$ cat config.mk
export PLATFORM = sky130hd
export DESIGN_NAME = sram_strobe_ctrl
export DESIGN_NICKNAME = d
export VERILOG_FILES = /design/src/rtl/sram_ctrl_pkg.sv /design/src/rtl/sram_seq_fsm.sv /design/src/rtl/sram_req_latch.sv /design/src/rtl/sram_rd_capture.sv /design/src/rtl/sram_strobe_ctrl.sv
export SDC_FILE = /design/constraint.sdc
export NUM_CORES = 1
export LEC_CHECK = 0
export CAP_MARGIN = 10
export CORE_ASPECT_RATIO = 0.7
export CORE_MARGIN = 1.5
export CORE_UTILIZATION = 30
export DETAILED_ROUTE_END_ITERATION = 6
export HOLD_SLACK_MARGIN = 0.05
export SLEW_MARGIN = 40
export SYNTH_ARGS = -nofsm -noshare
export SYNTH_HDL_FRONTEND = slang
export SYNTH_HIERARCHICAL = 1
export SYNTH_SLANG_ARGS = --single-unit
$ cat constraint.sdc
create_clock -name clk -period 3.4 [get_ports clk]
set_input_delay 0.51 -clock clk [delete_from_list [all_inputs] [get_ports clk]]
set_output_delay 0.51 -clock clk [all_outputs]
set_load 0.02 [all_outputs]
$ cat src/rtl/sram_ctrl_pkg.sv
`timescale 1ns/1ps
package sram_ctrl_pkg;

    typedef enum logic [2:0] {
        ST_IDLE,
        ST_RD_ACC,
        ST_RD_CAP,
        ST_WR_PULSE,
        ST_WR_HOLD,
        ST_RECOVER
    } seq_state_e;

    typedef struct packed {
        logic ce_n;
        logic we_n;
        logic oe_n;
        logic drive;
    } strobe_t;

    localparam strobe_t STRB_IDLE = '{ce_n: 1'b1, we_n: 1'b1, oe_n: 1'b1, drive: 1'b0};
    localparam strobe_t STRB_READ = '{ce_n: 1'b0, we_n: 1'b1, oe_n: 1'b0, drive: 1'b0};
    localparam strobe_t STRB_WRITE = '{ce_n: 1'b0, we_n: 1'b0, oe_n: 1'b1, drive: 1'b1};

    // Round a nanosecond interval up to whole clocks; zero stays zero.
    function automatic int unsigned ns_to_cyc(input int unsigned ns, input int unsigned per);
        return (ns + per - 1) / per;
    endfunction

    function automatic int unsigned umax(input int unsigned a, input int unsigned b);
        return (a > b) ? a : b;
    endfunction

endpackage

$ cat src/rtl/sram_seq_fsm.sv
`timescale 1ns/1ps
module sram_seq_fsm
    import sram_ctrl_pkg::*;
#(
    parameter int unsigned CNT_W       = 4,
    parameter int unsigned ACC_CYC     = 13,
    parameter int unsigned RD_REC_CYC  = 1,
    parameter int unsigned PULSE_CYC   = 10,
    parameter int unsigned HOLD_CYC    = 1,
    parameter int unsigned WR_REC_CYC  = 2,
    parameter bit          CLOSE_ON_CE = 1'b0
) (
    input  logic    clk,
    input  logic    rst,
    input  logic    req,
    input  logic    req_wr,
    output logic    accept,
    output logic    capture,
    output logic    busy,
    output logic    done,
    output strobe_t strb
);

    seq_state_e       state_q, state_d;
    logic [CNT_W-1:0] cnt_q, cnt_d;
    strobe_t          strb_d;
    strobe_t          hold_strb;

    // Strobe pattern for the hold phase: the closing strobe is already high.
    generate
        if (CLOSE_ON_CE) begin : g_close_ce
            assign hold_strb = '{ce_n: 1'b1, we_n: 1'b0, oe_n: 1'b1, drive: 1'b1};
        end else begin : g_close_we
            assign hold_strb = '{ce_n: 1'b0, we_n: 1'b1, oe_n: 1'b1, drive: 1'b1};
        end
    endgenerate

    always_comb begin
        state_d = state_q;
        cnt_d   = cnt_q;
        accept  = 1'b0;
        capture = 1'b0;
        case (state_q)
            ST_IDLE: begin
                if (req) begin
                    accept = 1'b1;
                    if (req_wr) begin
                        state_d = ST_WR_PULSE;
                        cnt_d   = CNT_W'(PULSE_CYC - 1);
                    end else begin
                        state_d = ST_RD_ACC;
                        cnt_d   = CNT_W'(ACC_CYC - 1);
                    end
                end
            end
            ST_RD_ACC: begin
                if (cnt_q == '0) state_d = ST_RD_CAP;
                else             cnt_d   = cnt_q - 1'b1;
            end
            ST_RD_CAP: begin
                capture = 1'b1;
                state_d = ST_RECOVER;
                cnt_d   = CNT_W'(RD_REC_CYC - 1);
            end
            ST_WR_PULSE: begin
                if (cnt_q == '0) begin
                    state_d = ST_WR_HOLD;
                    cnt_d   = CNT_W'(HOLD_CYC - 1);
                end else begin
                    cnt_d = cnt_q - 1'b1;
                end
            end
            ST_WR_HOLD: begin
                if (cnt_q == '0) begin
                    state_d = ST_RECOVER;
                    cnt_d   = CNT_W'(WR_REC_CYC - 1);
                end else begin
                    cnt_d = cnt_q - 1'b1;
                end
            end
            ST_RECOVER: begin
                if (cnt_q == '0) state_d = ST_IDLE;
                else             cnt_d   = cnt_q - 1'b1;
            end
            default: state_d = ST_IDLE;
        endcase
    end

    // Strobes are registered from the next state so they switch with it.
    always_comb begin
        case (state_d)
            ST_RD_ACC, ST_RD_CAP: strb_d = STRB_READ;
            ST_WR_PULSE:          strb_d = STRB_WRITE;
            ST_WR_HOLD:           strb_d = hold_strb;
            default:              strb_d = STRB_IDLE;
        endcase
    end

    always_ff @(posedge clk) begin
        if (rst) begin
            state_q <= ST_IDLE;
            cnt_q   <= '0;
            strb    <= STRB_IDLE;
            done    <= 1'b0;
        end else begin
            state_q <= state_d;
            cnt_q   <= cnt_d;
            strb    <= strb_d;
            done    <= (state_q == ST_RECOVER) && (cnt_q == '0);
        end
    end

    assign busy = (state_q != ST_IDLE);

endmodule

$ cat src/rtl/sram_req_latch.sv
`timescale 1ns/1ps
module sram_req_latch #(
    parameter int unsigned ADDR_W = 11,
    parameter int unsigned DATA_W = 8
) (
    input  logic              clk,
    input  logic              rst,
    input  logic              accept,
    input  logic [ADDR_W-1:0] req_addr,
    input  logic [DATA_W-1:0] req_wdata,
    output logic [ADDR_W-1:0] addr_q,
    output logic [DATA_W-1:0] wdata_q
);

    always_ff @(posedge clk) begin
        if (rst) begin
            addr_q  <= '0;
            wdata_q <= '0;
        end else if (accept) begin
            addr_q  <= req_addr;
            wdata_q <= req_wdata;
        end
    end

endmodule

$ cat src/rtl/sram_rd_capture.sv
`timescale 1ns/1ps
module sram_rd_capture #(
    parameter int unsigned DATA_W = 8
) (
    input  logic              clk,
    input  logic              rst,
    input  logic              capture,
    input  logic [DATA_W-1:0] dq_in,
    output logic [DATA_W-1:0] rdata,
    output logic              rvalid
);

    always_ff @(posedge clk) begin
        if (rst) begin
            rdata  <= '0;
            rvalid <= 1'b0;
        end else begin
            rvalid <= capture;
            if (capture) rdata <= dq_in;
        end
    end

endmodule

$ cat src/rtl/sram_strobe_ctrl.sv
`timescale 1ns/1ps
module sram_strobe_ctrl
    import sram_ctrl_pkg::*;
#(
    parameter int unsigned ADDR_W      = 11,
    parameter int unsigned DATA_W      = 8,
    parameter int unsigned CLK_NS      = 8,
    parameter int unsigned T_AA_NS     = 100,
    parameter int unsigned T_CEA_NS    = 100,
    parameter int unsigned T_OEA_NS    = 50,
    parameter int unsigned T_RC_NS     = 100,
    parameter int unsigned T_WP_NS     = 75,
    parameter int unsigned T_DS_NS     = 40,
    parameter int unsigned T_WC_NS     = 100,
    parameter int unsigned T_DH_WE_NS  = 0,
    parameter int unsigned T_DH_CE_NS  = 10,
    parameter int unsigned T_WR_WE_NS  = 0,
    parameter int unsigned T_WR_CE_NS  = 10,
    parameter bit          CLOSE_ON_CE = 1'b0
) (
    input  logic              clk,
    input  logic              rst,
    input  logic              req,
    input  logic              req_wr,
    input  logic [ADDR_W-1:0] req_addr,
    input  logic [DATA_W-1:0] req_wdata,
    output logic              busy,
    output logic              done,
    output logic [DATA_W-1:0] rdata,
    output logic              rvalid,
    output logic [ADDR_W-1:0] mem_addr,
    output logic              mem_ce_n,
    output logic              mem_we_n,
    output logic              mem_oe_n,
    output logic [DATA_W-1:0] mem_dq_out,
    input  logic [DATA_W-1:0] mem_dq_in,
    output logic              mem_dq_oe
);

    localparam int unsigned ACC_CYC = umax(1, umax(ns_to_cyc(T_AA_NS, CLK_NS),
                                      umax(ns_to_cyc(T_CEA_NS, CLK_NS), ns_to_cyc(T_OEA_NS, CLK_NS))));
    localparam int unsigned RC_CYC     = ns_to_cyc(T_RC_NS, CLK_NS);
    localparam int unsigned RD_REC_CYC = umax(1, (RC_CYC > ACC_CYC + 1) ? RC_CYC - ACC_CYC - 1 : 0);
    localparam int unsigned PULSE_CYC  = umax(1, umax(ns_to_cyc(T_WP_NS, CLK_NS), ns_to_cyc(T_DS_NS, CLK_NS)));
    localparam int unsigned DH_NS      = CLOSE_ON_CE ? T_DH_CE_NS : T_DH_WE_NS;
    localparam int unsigned WREC_NS    = CLOSE_ON_CE ? T_WR_CE_NS : T_WR_WE_NS;
    localparam int unsigned HOLD_CYC   = umax(1, ns_to_cyc(DH_NS, CLK_NS));
    localparam int unsigned WC_CYC     = ns_to_cyc(T_WC_NS, CLK_NS);
    localparam int unsigned WR_REC_CYC = umax(1, umax(ns_to_cyc(WREC_NS, CLK_NS),
                                      (WC_CYC > PULSE_CYC + HOLD_CYC) ? WC_CYC - PULSE_CYC - HOLD_CYC : 0));
    localparam int unsigned MAX_CYC    = umax(umax(ACC_CYC, RD_REC_CYC),
                                      umax(PULSE_CYC, umax(HOLD_CYC, WR_REC_CYC)));
    localparam int unsigned CNT_W      = $clog2(MAX_CYC + 1);

    logic    accept;
    logic    capture;
    strobe_t strb;

    sram_seq_fsm #(
        .CNT_W       (CNT_W),
        .ACC_CYC     (ACC_CYC),
        .RD_REC_CYC  (RD_REC_CYC),
        .PULSE_CYC   (PULSE_CYC),
        .HOLD_CYC    (HOLD_CYC),
        .WR_REC_CYC  (WR_REC_CYC),
        .CLOSE_ON_CE (CLOSE_ON_CE)
    ) i_seq (
        .clk     (clk),
        .rst     (rst),
        .req     (req),
        .req_wr  (req_wr),
        .accept  (accept),
        .capture (capture),
        .busy    (busy),
        .done    (done),
        .strb    (strb)
    );

    sram_req_latch #(
        .ADDR_W (ADDR_W),
        .DATA_W (DATA_W)
    ) i_latch (
        .clk       (clk),
        .rst       (rst),
        .accept    (accept),
        .req_addr  (req_addr),
        .req_wdata (req_wdata),
        .addr_q    (mem_addr),
        .wdata_q   (mem_dq_out)
    );

    sram_rd_capture #(
        .DATA_W (DATA_W)
    ) i_capture (
        .clk     (clk),
        .rst     (rst),
        .capture (capture),
        .dq_in   (mem_dq_in),
        .rdata   (rdata),
        .rvalid  (rvalid)
    );

    assign mem_ce_n  = strb.ce_n;
    assign mem_we_n  = strb.we_n;
    assign mem_oe_n  = strb.oe_n;
    assign mem_dq_oe = strb.drive;

endmodule

==> summary.md, run 1 <==
| Metric | Value |
|---|---|
| Sw frac | 0.365 |
| Die width | 92.4 µm |
| Largest net degree at the start of global routing | 23 |
| Power share of the clock group | 0.208 |
| Worst hold slack | 0.495 ns |
| Setup TNS Final | 0 ns |
| Status | finished clean |
| Cell Rows | 22 |
| Initial Util | 0.316 |
| Via/cell ratio | 4.46 |
| Ys async rst share | 0 |
| Synth Register Bits | 40 |
| CTS H-tree depth | 2 |
| Fin util | 0.466 |
| # Post-CTS Setup Buffers | 0 |
| Die Area | 0.00605 mm² |
| CP startpoint kind | register |
| CP endpoint kind | output port |
| Final Max Tran Viols | 0 |
| Worst endpoint data arrival time | 1.81 ns |
| Worst Tran Pin Value | 0.544 ns |
| Power per cell area | approximately 800 mW/mm² |
| Hold Crit Start | i_latch/addr_q[2] |
| WL per Instance | 12.2 µm |
| Beginning of the critical path | i_seq/state_q[2] |
| Initial antenna violation count | 0 |
| Setup CP Type | register to output port |
| CTS root buffer | clkbuf_8 |
| Setup ws final | approximately 1.1 ns |
| EDFF count, synth | 0 |
| First-pass GRT wire length | 6.30 mm |
| Internal | 1.24 mW |
| RSZ-0062 raised after global routing | no |
| Routed Antenna Nets | 0 |
| Vias | 1397 |
| Yosys warning count | 6 |
| Port Buffers | 64 |
| CORE AREA | 0.00531 mm² |
| Leakage | 0.954 nW |
| Reg clk slew, reported paths | 0.08 ns |
| Layout cells sized above 1 | 0.0747 |
| Post-CTS Hold Fix Bufs | 0 |
| Setup Skew | 0.00284 ns |
| Peak VDD IR | 0.000374 V |
| Syn Area/Cell | around 9.5 µm² |
| Dominant synthesized flop cell | dfxtp_1 |
| Post-Place Setup Slack | between 1 and 1.5 ns |
| Worst r2r src | i_seq/state_q[2] |
| R2R depth | 5 |
| Share of the synthesized area in the top cell type | 0.478 |
| Synth top area cells | dfxtp_1, mux2i_1, nor2_1, a21oi_1, o21ai_0 |
| R2R Path End | i_latch/wdata_q[0] |
| Syn nets | ~210 |
| Clock tree buffer depth | 2 |
| Power, Total | 1.95 mW |
| Critical path data required time | ~2.9 ns |
| Layout area overhead | 47.5% |
| GRT overflow | 0 |
| Unique masters post-synth | 32 |
| DRC viols | 0 |
| Max Freq | between 400 and 500 MHz |
| Cell Area, Synth | 0.00168 mm² |
| Insertion delay to the later sink of the worst-skew pair | 0.28 ns |
| Vias in the first global route | 1290 |
| Die height | 65.5 µm |
| Fin crit share | 0.682 |
| Sink Count | 40 |
| Antenna cells | 0 |
| Initial DRC count | 70 |
| Num CTS Buffers | 5 |
| Post-synthesis instance total | 176 |
| Final hold violations | 0 |
| Gp weighted congestion | 0.760 |
| IO Pins | 65 |
| NumNets Final | 273 |
| TritonCTS clock tree | built |
| Detailed Routing Iterations Pass 1 | 4 |
| Slew margin rel. | 0.637 |
| Sequential share of the synthesized area | 0.478 |
| Hpwl dp | 2.72 mm |
| Sw Pwr | between 700 and 800 µW |
| Most frequent cell after synthesis | dfxtp_1 |
| Synth cell count leaders | dfxtp_1, nor2_1, mux2i_1 |
| All-Layer GR Usage | 0.131 |
| Max-cap violations | 0 |
| Comb pwr share | 0.442 |
| R2R setup slack | roughly 1.6 ns |
| Total routed wirelength | roughly 3.8 mm |
| Crit Path Max Fanout | 17 |
| Final setup vio count | 0 |
| Final min period | ~2.3 ns |
| Sequential power share | 0.350 |
| Hold crit path type | register to register |
| # resized after CTS | 0 |
| Worst Setup EP | busy |
| Synth area leader | dfxtp_1 |
==> power by group through the flow <==
stage / registers, mW / logic, mW / clock network, mW
finish: 0.684 / 0.865 / 0.406
global route: 0.703 / 0.945 / 0.442
CTS: 0.682 / 0.873 / 0.424
detailed placement: 0.692 / 0.869 / 0
global placement: 0.692 / 0.863 / 0
floorplan: 0.743 / 0.538 / 0
==> layout make-up <==
| type | count | area [µm²] |
|---|---|---|
| repair buffers | 67 | 658 |
| clock buffers | 6 | 82.6 |
| flip-flops and latches | 40 | 801 |
| multi-input cells | 118 | 773 |
| clock inverters | 2 | 38.8 |
| inverters | 8 | 30.0 |
| fillers | 513 | 2840 |
| well taps | 72 | 90.1 |
==> layout by cell type (no fill, tap or decap) <==
cell	n
nand4bb_1	2
nor2_1	36
inv_1	8
mux2i_1	28
nor3_1	5
bufinv_16	1
a22oi_1	1
or3_1	1
nor3b_2	1
or4_4	1
nor2b_1	1
buf_2	1
ha_1	2
o21ai_0	7
a211o_1	1
buf_4	3
a211oi_1	2
a31oi_1	1
nand2_1	8
and3b_1	1
o211ai_2	1
o21bai_1	2
clkinv_4	1
or2b_1	1
a221oi_2	1
a2bb2oi_1	1
a21oi_1	10
clkbuf_8	6
nor2_2	1
nand3_1	1
nand2b_1	1
clkdlybuf4s50_1	63
or3_4	1
dfxtp_1	40
==> through the flow <==
step                area, µm²  instances
floorplan                1680        176
global placement         2360        305
detailed placement       2360        305
CTS                      2480        313
global route             2470        313
finish                   2470        313
==> state kept, by name, indices dropped and copies added, names as in the netlist <==
name	flops
i_latch/addr_q	11
i_seq/strb	4
i_capture/rvalid	1
i_latch/wdata_q	8
i_seq/done	1
i_seq/cnt_q	4
i_seq/state_q	3
i_capture/rdata	8
==> per-layer routing <==
layer / global-route usage / wire (µm) / part of all wire / vias up
met5: 0 / 0 / 0 / -
li1: - / - / - / 724
met2: 0.176 / 1380 / 0.36 / 53
met1: 0.195 / 2120 / 0.56 / 620
met3: 0.0521 / 312 / 0.082 / 0
met4: 0.0231 / 0 / 0 / 0
==> critical path, cell delays in order, from the launching register on <==
cell and delay (ns):
dfxtp_1 0.67, or3_4 0.25, clkdlybuf4s50_1 0.60
==> logic make-up (layout without fill, tap and decap cells) <==
| family | Yosys count | count (layout) | synth area share |
|---|---|---|---|
| multiplexers | 28 | 28 | 0.167 |
| AO/OA/AOI/OAI | 27 | 27 | 0.104 |
| flip-flops | 40 | 40 | 0.478 |
| buffers and inverters | 18 | 83 | 0.0627 |
| adder cells (fa/ha/maj) | 2 | 2 | 0.0149 |
| AND/OR/NAND/NOR | 61 | 61 | 0.174 |
==> worst min-delay path by stage <==
stage                     slack, ns  cells past startpoint                  to
final                          0.50                      2   i_latch/addr_q[2]
after global routing           0.52                      2   i_latch/addr_q[2]
after CTS                      0.50                      2  i_capture/rdata[4]
after detailed placement       0.48                      2  i_capture/rdata[4]
after global placement         0.47                      2   i_latch/addr_q[7]
after floorplan                0.49                      2      i_seq/cnt_q[2]
Note: power is estimated with default switching activity, not from simulation.
==> run 2, diff against run 1 <==
clock period = 2 ns   (was 3.4 ns; I/O delays follow)
==> run 2 against run 1 <==
Against the previous run:
- register-to-register slack got worse by 1.3 ns
- worst setup slack worse by 0.98 ns
- routed wire length rose by 1.8%
- power up 64%
- cell count increased by 0.96%
- global-route usage barely moved
- critical path depth unchanged
- clock skew barely moved
- first-iteration DRC count fell by 13%
- combinational power up 85%
==> summary.md, run 2 (same netlist as run 1, synthesis figures left out) <==
| Metric | Value |
|---|---|
| Status | finished clean |
| Leakage | 0.962 nW |
| Setup CP Type | register to output port |
| Hold crit path type | register to register |
| Max-cap violations | 0 |
| Detailed Routing Iterations Pass 1 | 4 |
| Final setup vio count | 0 |
| CP delay by family, top | buffers and inverters |
| Crit-path slowest cell | clkdlybuf4s50_1 |
| Critical path data required time | 1.70 ns |
| Commonest non-fill, non-tap cells in the layout | clkdlybuf4s50_1, dfxtp_1, nor2_1 |
| Power, Total | approximately 3.2 mW |
| Met2 Wirelength | 1.42 mm |
| Placed inst area | 0.00241 mm² |
| Routed Antenna Nets | 0 |
| # resized after CTS | 0 |
| Gp weighted congestion | 0.813 |
| Sink Count | 40 |
| Most common cell after layout, fill and taps aside | clkdlybuf4s50_1 |
| Crit Path Max Fanout | 7 |
| Clock tree buffer depth | 2 |
| Crit path buffers/inverters | 1 |
| Power per cell area | between 1000 and 1500 mW/mm² |
| Final min period | 1.90 ns |
| Final cell count without fillers | ~320 |
| Largest net degree at the start of global routing | 21 |
| Final instance area | 0.00249 mm² |
| Antenna cells | 0 |
| Leading registers by flop count | i_latch/addr_q x11, i_capture/rdata x8, i_latch/wdata_q x8 |
| IO Pins | 65 |
| GRT overflow | 0 |
| Setup Skew | 0.00329 ns |
| Worst hold slack | a little under 0.5 ns |
| CTS H-tree depth | 2 |
| CORE AREA | 0.00531 mm² |
| Metal3 WL | 297 µm |
| Vias in the first global route | 1309 |
| Hold depth | 2 |
| Via/cell ratio | 4.46 |
| Layout cells sized above 1 | 0.0820 |
| Setup TNS Final | 0 ns |
| Largest register FFs | 11 |
| R2R depth | 6 |
| Total routed wirelength | a little under 4 mm |
| First-pass GRT wire length | 6.27 mm |
| Placed insts | a little over 300 |
| WL per Instance | 12.3 µm |
| DRC viols | 0 |
| Peak VDD IR | 0.000691 V |
| Initial antenna violation count | 0 |
| All-Layer GR Usage | 0.131 |
| Top sig layer | met3 |
| NumNets Final | 277 |
| Initial Util | 0.316 |
| Hpwl dp | 2.72 mm |
| Layout area overhead | 48.7% |
| Post-CTS Hold Fix Bufs | 0 |
| TritonCTS clock tree | built |
| Vias | 1408 |
| Worst endpoint data arrival time | 1.60 ns |
| Filler cells | 526 |
| Insertion delay to the later sink of the worst-skew pair | between 0.2 and 0.3 ns |
| Slew margin rel. | 0.654 |
| Reg clk slew, reported paths | about 0.08 ns |
| # Post-CTS Setup Buffers | 0 |
| Die height | approximately 66 µm |
| Final hold violations | 0 |
| Port Buffers | 64 |
| Critical path depth | 2 |
| Die width | 92.4 µm |
| Fin crit share | 0.950 |
| Num CTS Buffers | 5 |
| Initial DRC count | 61 |
| RSZ-0062 raised after global routing | no |
| Met1 wire length | 2.16 mm |
| Max Freq | 526 MHz |
| Worst Tran Pin Value | 0.517 ns |
| Final Max Tran Viols | 0 |
| CP endpoint kind | output port |
| CP startpoint kind | register |
| Die Area | 0.00605 mm² |
| CP cell instances | or3_4 > clkdlybuf4s50_1 |
| Top reg by flops | i_latch/addr_q |
| Cell Rows | 22 |
| CTS root buffer | clkbuf_8 |
| R2R setup slack | 0.28 ns |
| Max stage delay on crit path | 0.55 ns |
==> run 2: changes by cell type in the layout (fill, tap and decap cells not counted) <==
cell and delta:
buf_12 +2, buf_2 -1, buf_4 +2, bufinv_16 -1, clkbuf_8 -1, clkdlybuf4s50_1 +1, clkinv_2 +1, clkinv_4 -1
clkinvlp_4 +1
==> run 2: layout make-up <==
type                    instances  area (µm²)  area share
flip-flops and latches         40         801       0.321
multi-input cells             118         773       0.310
repair buffers                 71         718       0.288
well taps                      72        90.1      0.0361
clock buffers                   5        68.8      0.0276
inverters                       8        30.0      0.0120
clock inverters                 2        12.5     0.00502
==> run 2: where the power goes <==
part	total [mW]	internal, mW	switching (mW)	leakage (nW)
clock	0.514	0.236	0.278	0.0400
sequential	1.10	0.984	0.115	0.328
combinational	1.60	0.772	0.828	0.594
total	3.21	1.99	1.22	0.962
==> run 2: stage by stage <==
step                      utilization  setup WS, ns
final                           0.469        0.0990
after global routing            0.469        0.0298
after CTS                       0.469        0.0846
after detailed placement        0.454         0.244
after global placement          0.454         0.253
after floorplan                     -         0.422
==> run 2: worst min-delay path, cell delays in order, from the launching register on <==
cell and delay [ns]:
dfxtp_1 0.33, mux2i_1 0.06, nor2_1 0.07
==> run 2: routing by layer <==
metal	vias up	global-route usage
met5	-	0
met4	0	0.0231
met3	0	0.0475
met2	47	0.178
met1	625	0.195
li1	736	-
==> run 2: worst paths after layout <==
kind,endpoint,from
worst min register to register,i_capture/rdata[0],i_capture/rdata[0]
worst max-delay path,busy,i_seq/state_q[0]
worst max register to register,i_seq/cnt_q[0],i_seq/cnt_q[0]
worst min-delay path,i_capture/rdata[0],i_capture/rdata[0]
